==> src/rtl/cmd_resp_pkg.sv <==
package cmd_resp_pkg;
    localparam int CMD_BITS  = 8;
    localparam int RESP_MAX  = 16;
    localparam int RESP_MIN  = 4;
    localparam int LEN_W     = $clog2(RESP_MAX);

    typedef enum logic [2:0] {
        ST_IDLE,
        ST_CMD,
        ST_TURN,
        ST_RESP,
        ST_DONE
    } frame_state_t;
endpackage

==> src/rtl/sm_fifo.sv <==
module sm_fifo #(
    parameter int WIDTH = 8,
    parameter int DEPTH = 4
) (
    input  logic             clk,
    input  logic             rst_n,
    input  logic             push,
    input  logic [WIDTH-1:0] wdata,
    input  logic             pop,
    output logic [WIDTH-1:0] rdata,
    output logic             full,
    output logic             empty
);
    localparam int AW = $clog2(DEPTH);

    logic [WIDTH-1:0] mem [DEPTH];
    logic [AW-1:0]    wptr;
    logic [AW-1:0]    rptr;
    logic [AW:0]      count;
    logic             do_push;
    logic             do_pop;

    assign full    = (count == (AW+1)'(DEPTH));
    assign empty   = (count == '0);
    assign do_push = push && !full;
    assign do_pop  = pop && !empty;
    assign rdata   = mem[rptr];

    always_ff @(posedge clk or negedge rst_n) begin
        if (!rst_n) begin
            wptr  <= '0;
            rptr  <= '0;
            count <= '0;
        end else begin
            if (do_push) begin
                wptr <= wptr + 1'b1;
            end
            if (do_pop) begin
                rptr <= rptr + 1'b1;
            end
            unique case ({do_push, do_pop})
                2'b10:   count <= count + 1'b1;
                2'b01:   count <= count - 1'b1;
                default: count <= count;
            endcase
        end
    end

    always_ff @(posedge clk) begin
        if (do_push) begin
            mem[wptr] <= wdata;
        end
    end
endmodule

==> src/rtl/sm_tick.sv <==
module sm_tick #(
    parameter int DIV_W = 4
) (
    input  logic             clk,
    input  logic             rst_n,
    input  logic [DIV_W-1:0] half_div,
    output logic             tick
);
    logic [DIV_W-1:0] cnt;
    logic [DIV_W-1:0] limit;

    assign limit = (half_div == '0) ? '0 : half_div - 1'b1;
    assign tick  = (cnt >= limit);

    always_ff @(posedge clk or negedge rst_n) begin
        if (!rst_n) begin
            cnt <= '0;
        end else if (tick) begin
            cnt <= '0;
        end else begin
            cnt <= cnt + 1'b1;
        end
    end
endmodule

==> src/rtl/sm_frame.sv <==
module sm_frame
    import cmd_resp_pkg::*;
(
    input  logic                clk,
    input  logic                rst_n,
    input  logic                tick,
    input  logic                tx_empty,
    input  logic [CMD_BITS-1:0] tx_word,
    input  logic                rx_full,
    input  logic [LEN_W-1:0]    resp_code,
    input  logic                miso,
    output logic                tx_pop,
    output logic                rx_push,
    output logic [RESP_MAX-1:0] rx_word,
    output logic                sclk,
    output logic                sel_n,
    output logic                mosi
);
    localparam logic [LEN_W-1:0] CMD_LAST = LEN_W'(CMD_BITS - 1);
    localparam logic [LEN_W-1:0] MIN_LAST = LEN_W'(RESP_MIN - 1);

    frame_state_t        state;
    frame_state_t        nxt;
    logic [LEN_W-1:0]    bit_cnt;
    logic [LEN_W-1:0]    resp_last;
    logic [CMD_BITS-2:0] cmd_rest;
    logic [RESP_MAX-1:0] rx_sh;
    logic                start;
    logic                rise;
    logic                fall;

    assign start   = tick && !tx_empty && !rx_full;
    assign rise    = tick && !sclk;
    assign fall    = tick && sclk;
    assign tx_pop  = (state == ST_IDLE) && start;
    assign rx_push = (state == ST_DONE);
    assign rx_word = rx_sh;

    // state register
    always_ff @(posedge clk or negedge rst_n) begin
        if (!rst_n) begin
            state <= ST_IDLE;
        end else begin
            state <= nxt;
        end
    end

    // transitions
    always_comb begin
        nxt = state;
        unique case (state)
            ST_IDLE: if (start) nxt = ST_CMD;
            ST_CMD:  if (fall && bit_cnt == CMD_LAST) nxt = ST_TURN;
            ST_TURN: if (fall) nxt = ST_RESP;
            ST_RESP: if (fall && bit_cnt == resp_last) nxt = ST_DONE;
            ST_DONE: nxt = ST_IDLE;
            default: nxt = ST_IDLE;
        endcase
    end

    // outputs and shifters
    always_ff @(posedge clk or negedge rst_n) begin
        if (!rst_n) begin
            sclk      <= 1'b0;
            sel_n     <= 1'b1;
            mosi      <= 1'b0;
            bit_cnt   <= '0;
            resp_last <= MIN_LAST;
            cmd_rest  <= '0;
            rx_sh     <= '0;
        end else begin
            unique case (state)
                ST_IDLE: begin
                    sclk <= 1'b0;
                    if (start) begin
                        sel_n     <= 1'b0;
                        mosi      <= tx_word[CMD_BITS-1];
                        cmd_rest  <= tx_word[CMD_BITS-2:0];
                        bit_cnt   <= '0;
                        rx_sh     <= '0;
                        resp_last <= (resp_code < MIN_LAST) ? MIN_LAST : resp_code;
                    end
                end
                ST_CMD: begin
                    if (rise) begin
                        sclk <= 1'b1;
                    end else if (fall) begin
                        sclk <= 1'b0;
                        if (bit_cnt == CMD_LAST) begin
                            mosi    <= 1'b0;
                            bit_cnt <= '0;
                        end else begin
                            mosi     <= cmd_rest[CMD_BITS-2];
                            cmd_rest <= {cmd_rest[CMD_BITS-3:0], 1'b0};
                            bit_cnt  <= bit_cnt + 1'b1;
                        end
                    end
                end
                ST_TURN: begin
                    if (rise) begin
                        sclk <= 1'b1;
                    end else if (fall) begin
                        sclk <= 1'b0;
                    end
                end
                ST_RESP: begin
                    if (rise) begin
                        sclk  <= 1'b1;
                        rx_sh <= {rx_sh[RESP_MAX-2:0], miso};
                    end else if (fall) begin
                        sclk <= 1'b0;
                        if (bit_cnt == resp_last) begin
                            sel_n <= 1'b1;
                        end else begin
                            bit_cnt <= bit_cnt + 1'b1;
                        end
                    end
                end
                ST_DONE: begin
                    sel_n <= 1'b1;
                end
                default: begin
                    sel_n <= 1'b1;
                end
            endcase
        end
    end
endmodule

==> src/rtl/cmd_resp_master.sv <==
module cmd_resp_master
    import cmd_resp_pkg::*;
#(
    parameter int FIFO_DEPTH = 4,
    parameter int DIV_W      = 4
) (
    input  logic                clk,
    input  logic                rst_n,
    input  logic                tx_push,
    input  logic [CMD_BITS-1:0] tx_data,
    output logic                tx_full,
    input  logic                rx_pop,
    output logic [RESP_MAX-1:0] rx_data,
    output logic                rx_empty,
    input  logic [DIV_W-1:0]    half_div,
    input  logic [LEN_W-1:0]    resp_len,
    output logic                sclk,
    output logic                sel_n,
    output logic                mosi,
    input  logic                miso
);
    logic                tick;
    logic                tx_empty_w;
    logic                rx_full_w;
    logic                tx_pop_w;
    logic                rx_push_w;
    logic [CMD_BITS-1:0] tx_head;
    logic [RESP_MAX-1:0] rx_word;

    sm_fifo #(.WIDTH(CMD_BITS), .DEPTH(FIFO_DEPTH)) u_txq (
        .clk(clk), .rst_n(rst_n),
        .push(tx_push), .wdata(tx_data),
        .pop(tx_pop_w), .rdata(tx_head),
        .full(tx_full), .empty(tx_empty_w)
    );

    sm_fifo #(.WIDTH(RESP_MAX), .DEPTH(FIFO_DEPTH)) u_rxq (
        .clk(clk), .rst_n(rst_n),
        .push(rx_push_w), .wdata(rx_word),
        .pop(rx_pop), .rdata(rx_data),
        .full(rx_full_w), .empty(rx_empty)
    );

    sm_tick #(.DIV_W(DIV_W)) u_tick (
        .clk(clk), .rst_n(rst_n),
        .half_div(half_div), .tick(tick)
    );

    sm_frame u_frame (
        .clk(clk), .rst_n(rst_n), .tick(tick),
        .tx_empty(tx_empty_w), .tx_word(tx_head),
        .rx_full(rx_full_w), .resp_code(resp_len), .miso(miso),
        .tx_pop(tx_pop_w), .rx_push(rx_push_w), .rx_word(rx_word),
        .sclk(sclk), .sel_n(sel_n), .mosi(mosi)
    );
endmodule

==> config.mk <==
export PLATFORM = sky130hd
export DESIGN_NAME = cmd_resp_master
export DESIGN_NICKNAME = d
export VERILOG_FILES = /design/src/rtl/cmd_resp_pkg.sv /design/src/rtl/sm_fifo.sv /design/src/rtl/sm_tick.sv /design/src/rtl/sm_frame.sv /design/src/rtl/cmd_resp_master.sv
export SDC_FILE = /design/constraint.sdc
export NUM_CORES = 1
export LEC_CHECK = 0
export BUFFER_PORTS_ARGS = -buffer_cell sky130_fd_sc_hd__buf_4
export CAP_MARGIN = 0
export CORE_MARGIN = 2
export CORE_UTILIZATION = 48
export CTS_BUF_LIST = sky130_fd_sc_hd__clkbuf_8
export CTS_CLUSTER_SIZE = 10
export DETAILED_ROUTE_END_ITERATION = 12
export GPL_ROUTABILITY_DRIVEN = 1
export PLACE_DENSITY_LB_ADDON = 0.2
export SLEW_MARGIN = 20
export SYNTH_ARGS = -nofsm -noshare
export SYNTH_HDL_FRONTEND = slang
export SYNTH_SLANG_ARGS = --single-unit
export TNS_END_PERCENT = 30
==> constraint.sdc <==
create_clock -name clk -period 2.5 [get_ports clk]
set_clock_uncertainty 0.15 [all_clocks]
set_input_delay 0 -clock clk [delete_from_list [all_inputs] [get_ports clk]]
set_output_delay 0 -clock clk [all_outputs]
set_load 0.005 [all_outputs]
==> results of run 1 <==
-- state kept, by name (all words and copies together) (netlist names), 4 cells and up --
signal / flops
u_rxq.mem: 64
u_frame.cmd_rest: 7
u_tick.cnt: 4
u_frame.rx_word: 16
u_frame.bit_cnt: 4
u_txq.mem: 32
u_frame.resp_last: 4
-- synth_stat cells (2+ instances only) --
library cell	n	area, um^2
mux2i_1	3	30.03
dfrtp_1	52	1301
nand2_1	13	48.80
o21ai_0	15	75.07
dfstp_2	3	78.83
o21a_1	2	15.01
fa_1	2	40.04
nand3_1	22	110.1
edfxtp_1	96	2883
nor2_1	15	56.30
clkbuf_1	6	22.52
mux2_2	6	67.56
buf_4	4	30.03
a31oi_1	2	12.51
mux4_2	24	540.5
buf_2	4	20.02
a21oi_1	5	25.02
nand3b_1	2	15.01
and3b_1	2	17.52
nor3_1	6	30.03
o31ai_1	2	15.01
inv_1	34	127.6
xnor2_1	11	96.34
o21ai_1	14	70.07
and3_1	3	18.77
mux2_1	9	101.4
and2_1	9	56.30
ha_1	16	200.2
xor2_1	7	61.31
a21o_1	2	15.01
nor2b_1	9	56.30
buf_6	2	22.52
-- worst paths after layout --
check | slack (ps) | to | cells after the start
max | 90 | u_rxq.count[2] | 9
min | 8 | u_frame.resp_last[2] | 2
max reg2reg | 90 | u_rxq.count[2] | 9
min reg2reg | 340 | u_frame.cmd_rest[1] | 1
max in group asynchronous | 1710 | u_frame.rx_word[10] | 2
min in group clk | 150 | u_txq.mem[2][7] | 2
-- timing repair --
| action | CTS | global route |
|---|---|---|
| hold buffers | 16 | 0 |
| hold endpoints to repair | 96 | 0 |
| setup endpoints to repair | 0 | 2 |
| resized for setup | 0 | 3 |
| setup buffers | 0 | 1 |
-- metal layers --
layer  share of wire [%]  track usage [%]  vias up  wire length, um
li1                    -                -     1700                -
met1                  43            21.20     1807             4908
met3                 3.1            3.850       15              355
met4                 1.5            6.618        0              171
met5                   0                0        -                0
met2                  52            29.90       66             5916
-- report_power, final --
| part | leakage [nW] | internal [mW] | switching (mW) |
|---|---|---|---|
| Clock | 0.217 | 1.10 | 0.876 |
| Sequential | 1.58 | 3.24 | 0.361 |
| Combinational | 1.18 | 1.19 | 1.24 |
| Total | 2.98 | 5.54 | 2.48 |
-- per-stage QoR --
stage | setup slack [ps] | setup TNS (ps)
floorplan | -0.9384 | -0.9384
global placement | 138.8 | 0
detailed placement | 54.80 | 0
CTS | 41.84 | 0
global route | -10.12 | -20.15
finish | 87.45 | 0
-- worst register-to-register path, cell delays in order, from the launching register on --
cell and delay [ps]:
dfrtp_1 410, or3b_4 430, and3_2 260, inv_1 70
ha_1 180, inv_1 70, fa_1 370, xor2_1 150
nor2_1 110, xor2_1 150
-- kinds of logic (layout without fill, tap and decap cells) --
group	after synthesis	in the layout	synth area share, %
AOI/OAI and AO/OA	52	52	5.334
and+or+nand+nor	91	91	7.751
xor gates and xnor gates	18	18	2.435
muxes	42	42	11.42
DFF	151	151	65.85
buffers and inverters	51	139	3.498
adders and majority gates	18	18	3.711
-- layout make-up --
cell class,instances,area [um^2]
clock inverters,14,181.4
clock buffers,18,247.7
repair buffers,73,600.6
fillers,1090,5537
multi-input cells,221,2013
well taps,176,220.2
flip-flops and latches,151,4263
inverters,34,127.6
==> impl_results.md, run 1 <==
- Status: completed
- Worst path slowest cell: or3b_4
- Core Region: 0.01319 mm^2
- Final HPWL DP: 7337 um
- N_diodes: 0
- P per Cell Area: 1047 mW/mm^2
- Post-synth cell types: 53
- Antenna violations before repair: 0
- Worst EP required: 2720 ps
- Number of global-route vias before repair: 3,699
- Clock Latency Late Sink: 440 ps
- Crit Path Max Fanout: 8
- Mean Syn Cell Area: 15.30 um^2
- Hold WC Path Type: input port to asynchronous set/reset pin
- Top_reg_cell synth: edfxtp_1
- Setup crit end kind: flip-flop
- Final Max Slew Viols: 0
- Iter 0 DRT Violations: 195
- Reg-to-reg critical path startpoint: u_rxq.count[1]
- Syn_nets: 462
- GRT overflow: 0
- Slowest stage delay, CP: 430 ps
- P_leak: 2.978 nW
- Routed vias/inst: 5.223
- Buf/Inv on CP: 2
- CP Launch Type: flip-flop
- Ys async rst share: 36.42%
- Nets: 537
- Clock buffer depth: 2
- Syn-to-layout area delta: 18.23%
- Critical path origin: u_rxq.count[1]
- Cts bufs inserted: 17
- DRT Pass-1 Iters: 5
- DP Area: 0.007048 mm^2
- Root buffer cell: clkbuf_8
- Num ports: 42
- Clk slew on worst S/H paths: 80 ps
- RSZ-0062 raised after global routing: true
- Die width: 120.1 um
- Die H: 120.1 um
- Hold Slack: 7.669 ps
- Via count: 3,588
- Non-Filler Instances: 687
- VDD IR-drop max: 444.9 uV
- Finished Cell Area: 0.007654 mm^2
- CP delay by family, top: simple AND/OR/NAND/NOR gates
- Max transition margin: 38.41%
- Final hold violations: 0
- Clk sink count: 151
- Setup violations, final: 0
- Tot GR Track Use: 17.29%
- TritonCTS clock tree: yes
- Critical path arrival: 2630 ps
- Commonest non-fill, non-tap cell in the layout: edfxtp_1
- Maxcap violations: 0
- FMAX: 0.4145 GHz
- Pin count of the biggest net entering global routing: 56
- Area of the mapped netlist: 0.006474 mm^2
- Util after Layout: 58.03%
- Final ANT Viol Nets: 0
- EDFF count, synth: 96
- Die area: 0.01443 mm^2
- Wire length per cell: 16.52 um
- Std cell rows: 42
- Actual slew at the worst max-slew pin: 923.8 ps
- Initial Util: 49.08%
- Worst-path cell chain: or3b_4, and3_2, inv_1, ha_1, inv_1, fa_1, xor2_1, nor2_1, xor2_1
- Yosys reg bits: 151
- Most frequent cells in the layout: edfxtp_1 (96), buf_4 (56), dfrtp_1 (52)
- H-tree depth reported by CTS: 4
- Yosys warnings: 0
- Post-synthesis sequential area ratio: 65.85%
- Post-route DRC: 0
- CP Class: flip-flop to flip-flop
- Crit path time final: 2413 ps
- I/O Buffers: 41
- Share of cells above drive strength 1: 26.61%
- Post-Route WL: 11,350 um
- Final Cycle Share: 96.50%
- First-pass GRT wire length: 18,710 um
- Pwr Total: 8.017 mW
- Mapped Cells: 423
- Routability cong.: 0.8067
- Post-Place Cells: 638
(Power assumes the default switching activity.)
==> run 2, diff against run 1 <==
--- a/config.mk
+++ b/config.mk
@@ -5,6 +5,7 @@
 export SDC_FILE = /design/constraint.sdc
 export NUM_CORES = 1
 export LEC_CHECK = 0
+export ABC_AREA = 1
 export BUFFER_PORTS_ARGS = -buffer_cell sky130_fd_sc_hd__buf_4
 export CAP_MARGIN = 0
 export CORE_MARGIN = 2
==> run 2 against run 1 <==
  * Cell count rose by 26%
  * Largest power group unchanged
  * Critical path type unchanged
  * Largest cell class unchanged
  * Die area is essentially flat
  * Critical endpoint is now u_txq.count[1]
  * Worst hold slack gained 130 ps
==> impl_results.md, run 2 <==
- Status: completed
- Clock Latency Late Sink: 460 ps (+20 ps)
- CP Class: flip-flop to flip-flop
- Wire length per cell: 14.57 um (-12%)
- Post-synth top cells: edfxtp_1 (96), nand2_1 (96), nor2_1 (75), o21ai_0 (63)
- Fraction of synthesized area in multiplexers: 0.9272% (-10 points)
- Syn_nets: 629 (+36%)
- Worst path slowest cell: fa_2
- Crit Path Max Fanout: 3 (-5)
- Antenna violations before repair: 0 (unchanged)
- Ranking of synthesized cells by area: edfxtp_1 (45%), dfrtp_1 (20%), nand2_1 (5.6%)
- EDFF count, synth: 96 (unchanged)
- Util after Layout: 58.55% (+0.52 points)
- Slowest stage delay, CP: 440 ps (about the same)
- Die area: 0.01444 mm^2 (about the same)
- GRT overflow: 0 (unchanged)
- H-tree depth reported by CTS: 4 (unchanged)
- XOR/XNOR Fraction of Synth Area: 1.893% (-0.54 points)
- Via count: 4,358 (+21%)
- CP dominant cell by count: ha_1
- Setup crit end kind: flip-flop
- Cts bufs inserted: 17 (unchanged)
- Final hold violations: 0 (unchanged)
- Initial Util: 49.11% (about the same)
- DP Area: 0.007101 mm^2 (+0.75%)
- Clk pwr share: 22.3% (-2.4 points)
- I/O Buffers: 41 (unchanged)
- Largest family of logic cells by synthesized area: simple AND/OR/NAND/NOR gates
- Multi-input logic area: 0.001921 mm^2 (-4.6%)
- Sequential share of power: 38.9% (-6.0 points)
- Routability cong.: 0.8115 (+0.60%)
- Number of global-route vias before repair: 4,423 (+20%)
- Die width: 120.2 um (about the same)
- Internal power: 5.469 mW (-1.2%)
- Clk sink count: 151 (unchanged)
- Final Cycle Share: 91.11% (-5.4 points)
- Most frequent cells in the layout: nand2_1 (96), edfxtp_1 (96), nor2_1 (74)
- Actual slew at the worst max-slew pin: 725.0 ps (-198.8 ps)
- FMAX: 0.4390 GHz (+5.9%)
- Maxcap violations: 0 (unchanged)
- Hold WC Path Type: input port to flip-flop
- Post-synth top area share: 44.50% (about the same)
- Crit path time final: 2278 ps (-134.8 ps)
- Worst EP required: 2720 ps (about the same)
- Mean Syn Cell Area: 10.98 um^2 (-28%)
- VDD IR-drop max: 562.1 uV (+26%)
- Adder-cell share of the synthesized area: 3.709% (about the same)
- TritonCTS clock tree: yes
- N_diodes: 0 (unchanged)
- Final HPWL DP: 7953 um (+8.4%)
- Fill cells: 1,074 (-1.5%)
- Post-synthesis sequential area ratio: 65.81% (about the same)
- Clock buffer depth: 2 (unchanged)
- P per Cell Area: 1131 mW/mm^2 (+8.0%)
- Num ports: 42 (unchanged)
- Yosys warnings: 0 (unchanged)
- Setup violations, final: 0 (unchanged)
- P_leak: 3.319 nW (+11%)
- Max transition margin: 51.66% (+13 points)
- Syn-to-layout area delta: 19.22%
- Critical path arrival: 2500 ps (-130 ps)
- Mapped Cells: 590 (+39%)
- Hold Slack: 138.6 ps (+130.9 ps)
- First-pass GRT wire length: 21,220 um (+13%)
- Synth Area in Simple Gates: 14.22% (+6.5 points)
- Final Max Slew Viols: 0 (unchanged)
- Routed vias/inst: 5.050 (-3.3%)
- Iter 0 DRT Violations: 343 (+76%)
- Finished Cell Area: 0.007722 mm^2 (+0.90%)
- Post-Place Cells: 812 (+27%)
- Non-Filler Instances: 863 (+26%)
- RSZ-0062 raised after global routing: false
- Max reg flops: 64 (unchanged)
- Die H: 120.2 um (about the same)
- Worst-path cell chain: ha_1, a21oi_1, nand3_2, nand3_4, clkinv_4, ha_1, inv_1, fa_2, o21ai_0
- Pin count of the biggest net entering global routing: 56 (unchanged)
- Clk slew on worst S/H paths: 80 ps (about the same)
- Tot GR Track Use: 19.26% (+2.0 points)
- Post-route DRC: 0 (unchanged)
- Buf/Inv on CP: 2 (unchanged)
- Sw Ratio: 37.41% (+6.5 points)
- CP delay by family, top: adder cells
- Final ANT Viol Nets: 0 (unchanged)
- Synth Area in Compound Gates: 8.576% (+3.2 points)
- Top_reg_cell synth: edfxtp_1
- Combinational power share: 38.9% (+8.5 points)
- Switching Power: 3.268 mW (+32%)
- Area of the mapped netlist: 0.006477 mm^2 (about the same)
- Dominant cell type by area after synthesis: edfxtp_1
- Register area: 0.004263 mm^2 (unchanged)
- Std cell rows: 42 (unchanged)
- Post-synth cell types: 30 (-43%)
- Post-Route WL: 12,570 um (+11%)
- Ys async rst share: 36.42% (unchanged)
- DRT Pass-1 Iters: 4 (-1)
- Core Region: 0.01319 mm^2 (unchanged)
- Share of cells above drive strength 1: 16.74% (-9.9 points)
- Reg with most FFs: u_rxq.mem
- Nets: 713 (+33%)
- Yosys reg bits: 151 (unchanged)
- Root buffer cell: clkbuf_8
- CP Launch Type: flip-flop
## run 2: final timing paths
| kind | startpoint | end | slack, ps | depth (start not counted) |
|---|---|---|---|---|
| worst max-delay path | u_tick.cnt[3] | u_txq.count[1] | 220 | 9 |
| worst min-delay path | tx_data[3] | u_txq.mem[1][3] | 140 | 2 |
| worst max register to register | u_tick.cnt[3] | u_txq.count[1] | 220 | 9 |
| worst min register to register | u_tick.cnt[0] | u_tick.cnt[0] | 330 | 1 |
| max in group asynchronous | rst_n | u_frame.resp_last[3] | 740 | 4 |
| min in group asynchronous | rst_n | u_frame.resp_last[2] | 530 | 3 |
## run 2: cell families after synthesis
kind of cell / count (synthesis)
AO/OA/AOI/OAI: 105
XOR/XNOR: 14
adder cells (fa/ha/maj): 18
buffers and inverters: 77
flip-flops: 151
multiplexers: 6
AND/OR/NAND/NOR: 219
## run 2: timing repair
item / 4_1_cts / 5_1_grt
gates resized for setup: 0 / 5
endpoints found under the hold margin: 98 / 0
setup endpoints to repair: 0 / 1
setup buffers: 0 / 1
hold buffers: 18 / 0
## run 2: area by class of cell
cell class / count / share of cell area (%)
Clock buffer: 18 / 3.208
Clock inverter: 14 / 2.236
Inverter: 58 / 2.884
Multi-Input combinational cell: 362 / 24.87
Sequential cell: 151 / 55.20
Tap cell: 176 / 2.852
Timing Repair Buffer: 84 / 8.749
## run 2: through the flow
| stage | setup TNS [ps] | total power [mW] | worst slack (ps) |
|---|---|---|---|
| after floorplan | 0 | 5.688 | 13.27 |
| after detailed placement | -117.0 | 6.818 | -107.4 |
| after global routing | 0 | 9.456 | 57.90 |
| after CTS | 0 | 8.791 | 117.6 |
| after global placement | -14.84 | 6.666 | -14.84 |
| final | 0 | 8.737 | 222.3 |
## run 2: power by group through the flow
stage / Combinational, mW / Clock, mW / Sequential [mW]
2_1_floorplan: 2.32 / 0 / 3.37
3_3_place_gp: 3.24 / 0 / 3.43
3_5_place_dp: 3.38 / 0 / 3.44
4_1_cts: 3.41 / 1.99 / 3.39
5_1_grt: 3.90 / 2.11 / 3.45
6_report: 3.40 / 1.95 / 3.40
## run 2: routing by layer
metal,wire [um],global-route usage [%],part of all wire [%]
met1,5441,22.63,43
met2,6621,33.88,53
met3,401,4.468,3.2
met4,110,8.015,0.87
met5,0,0,0
==> run 3, diff against run 2 <==
--- a/config.mk
+++ b/config.mk
@@ -14,6 +14,7 @@
 export CTS_CLUSTER_SIZE = 10
 export DETAILED_ROUTE_END_ITERATION = 12
 export GPL_ROUTABILITY_DRIVEN = 1
+export GPL_TIMING_DRIVEN = 0
 export PLACE_DENSITY_LB_ADDON = 0.2
 export SLEW_MARGIN = 20
 export SYNTH_ARGS = -nofsm -noshare
==> constraint.sdc (replaced) <==
create_clock -name clk -period 2.8 [get_ports clk]
set_clock_uncertainty 0.15 [all_clocks]
set_input_delay 0 -clock clk [delete_from_list [all_inputs] [get_ports clk]]
set_output_delay 0 -clock clk [all_outputs]
set_load 0.005 [all_outputs]
==> run 3 against run 2 <==
  * The flow now finishes with violations (negative hold slack)
  * Fmax is 14% lower
  * Global-route usage decreased by 0.57 points
  * Die area stayed put
  * Register-to-register slack got worse by 70 ps
  * First-iteration DRC count decreased by 1.7%
  * Total power decreased by 12%
  * Critical endpoint is now u_txq.count[2]
  * Largest cell class unchanged
==> impl_results.md, run 3 (synthesis results as in run 2) <==
- Status: complete, but fails checks
- Failing checks: negative hold slack
- CP Launch Type: flip-flop
- Final HPWL DP: 8360 um (+5.1%)
- GRT overflow: 0 (unchanged)
- Die H: 120.2 um (unchanged)
- Fill cells: 1,085 (+1.0%)
- Tot GR Track Use: 18.69% (-0.57 points)
- N_diodes: 0 (unchanged)
- I/O Buffers: 41 (unchanged)
- P per Cell Area: 1004 mW/mm^2 (-11%)
- Switching Power: 2.889 mW (-12%)
- Combinational power share: 39.5% (+0.6 points)
- Clock buffer depth: 2 (unchanged)
- Routed vias/inst: 5.064 (+0.28%)
- Share of cells above drive strength 1: 14.37% (-2.4 points)
- Clk slew on worst S/H paths: 70 ps (about the same)
- Initial Util: 49.11% (unchanged)
- H-tree depth reported by CTS: 4 (unchanged)
- Critical path arrival: 2820 ps (+320 ps)
- Final ANT Viol Nets: 0 (unchanged)
- VDD IR-drop max: 767.5 uV (+37%)
- Clock Latency Late Sink: 440 ps (-20 ps)
- Via count: 4,345 (-0.30%)
- Wire length per cell: 14.40 um (-1.2%)
- Multi-input logic area: 0.001922 mm^2 (about the same)
- Final Cycle Share: 94.64% (+3.5 points)
- Sequential share of power: 39.6% (+0.7 points)
- Antenna violations before repair: 0 (unchanged)
- Worst path slowest cell: dfrtp_1
- Post-route DRC: 0 (unchanged)
- RSZ-0062 raised after global routing: false
- Num ports: 42 (unchanged)
- Sw Ratio: 37.74% (+0.33 points)
- Cts bufs inserted: 17 (unchanged)
- Max reg flops: 64 (unchanged)
- Final hold violations: 5 (+5)
- Setup violations, final: 0 (unchanged)
- Worst EP required: 2970 ps (+250 ps)
- Std cell rows: 42 (unchanged)
- Routability cong.: 0.8342 (+2.8%)
- Clk sink count: 151 (unchanged)
- Post-CTS Setup Inserts: 0 (unchanged)
- Actual slew at the worst max-slew pin: 839.1 ps (+114.1 ps)
- First-pass GRT wire length: 20,650 um (-2.7%)
- Crit path time final: 2650 ps (+372.3 ps)
- Worst-path cell chain: ha_1, nand2_1, inv_1, nand2_1, nand3_2, buf_6, nand3_4, clkinv_4, ha_1, inv_1, fa_1, a21oi_1, o21ai_0, xor2_1
- Setup crit end kind: flip-flop
- Maxcap violations: 0 (unchanged)
- TritonCTS clock tree: yes
- Iter 0 DRT Violations: 337 (-1.7%)
- Clk pwr share: 20.9% (-1.4 points)
- Core Region: 0.01319 mm^2 (unchanged)
- Max transition margin: 44.00% (-7.7 points)
- Slowest stage delay, CP: 400 ps (-40 ps)
- Most frequent cells in the layout: nand2_1 (96), edfxtp_1 (96), nor2_1 (71)
- DRT Pass-1 Iters: 5 (+1)
- Non-Filler Instances: 858 (-0.58%)
- Nets: 708 (-0.70%)
- Crit Path Max Fanout: 10 (+7)
- Dpl ws: -279.6 ps (-172.3 ps)
- Final Max Slew Viols: 0 (unchanged)
- P_leak: 3.266 nW (-1.6%)
- Internal power: 4.766 mW (-13%)
- Pin count of the biggest net entering global routing: 56 (unchanged)
- Die area: 0.01444 mm^2 (unchanged)
- Final setup margin: 150.0 ps (-72.26 ps)
- Post-Route WL: 12,350 um (-1.7%)
- Register area: 0.004263 mm^2 (unchanged)
- Root buffer cell: clkbuf_8
- Hold Slack: -3.597 ps (-142.2 ps)
- Die width: 120.2 um (unchanged)
- CP Class: flip-flop to flip-flop
- Buf/Inv on CP: 4 (+2)
- Hold WC Path Type: input port to asynchronous set/reset pin
- Syn-to-layout area delta: 17.77%
- FMAX: 0.3774 GHz (-14%)
- Post-Place Cells: 810 (-0.25%)
- Reg with most FFs: u_rxq.mem
- CP delay by family, top: adder cells
- Number of global-route vias before repair: 4,367 (-1.3%)
run 3: cell count changes in the layout (fill, tap and decap cells not counted), sizes merged:
cell and change:
bufinv -1, inv +1, dlygate4sd3 -2, buf -14, clkbuf +12, clkinvlp -1
run 3: final cells by class:
class                           count  area share (%)
Sequential cell                   151           55.88
Tap cell                          176           2.887
Multi-Input combinational cell    362           25.19
Inverter                           58           2.919
Clock inverter                     13           1.739
Clock buffer                       19           3.428
Buffer                             19           1.329
Timing Repair Buffer               60           6.626
run 3: what timing repair did:
item,in CTS,in global routing
hold endpoints to repair,96,0
hold buffers,16,0
gates resized for setup,3,2
setup endpoints to repair,2,1
run 3: power by group through the flow:
stage,Combinational (mW),Clock (mW),Sequential [mW]
CTS,3.04,1.64,3.03
finish,3.03,1.60,3.03
detailed placement,3.00,0,3.07
floorplan,2.05,0,3.00
global route,3.42,1.73,3.08
global placement,2.87,0,3.06
run 3: worst paths after layout:
check | start | end | slack, ps | cells after the start
max in group asynchronous | rst_n | u_frame.rx_word[12] | 2040 | 2
setup reg to reg | u_tick.cnt[3] | u_txq.count[2] | 150 | 14
setup / recovery | u_tick.cnt[3] | u_txq.count[2] | 150 | 14
hold reg to reg | u_frame.sel_n | u_frame.sel_n | 320 | 2
hold / removal | rst_n | u_frame.mosi | -4 | 2
min in group clk | half_div[3] | u_tick.cnt[1] | 140 | 7
run 3: stage by stage:
stage                     hold slack, ps  util (%)  setup TNS [ps]  total power, mW  area [um^2]
after detailed placement          -48.34     53.47          -537.9            6.067         7053
after global placement            -57.17     53.11          -267.9            5.930         7005
final                             -3.597     57.84               0            7.655         7629
after floorplan                   -445.6         -               0            5.049         6477
after CTS                          7.574     57.77               0            7.710         7620
after global routing               47.66     57.84               0            8.229         7629
run 3: routing by layer:
metal	routed length, um	track usage [%]	up-vias
li1	-	-	2169
met1	5381	22.19	2074
met2	6254	31.96	88
met3	532	5.323	14
met4	184	7.647	0
met5	0	0	-
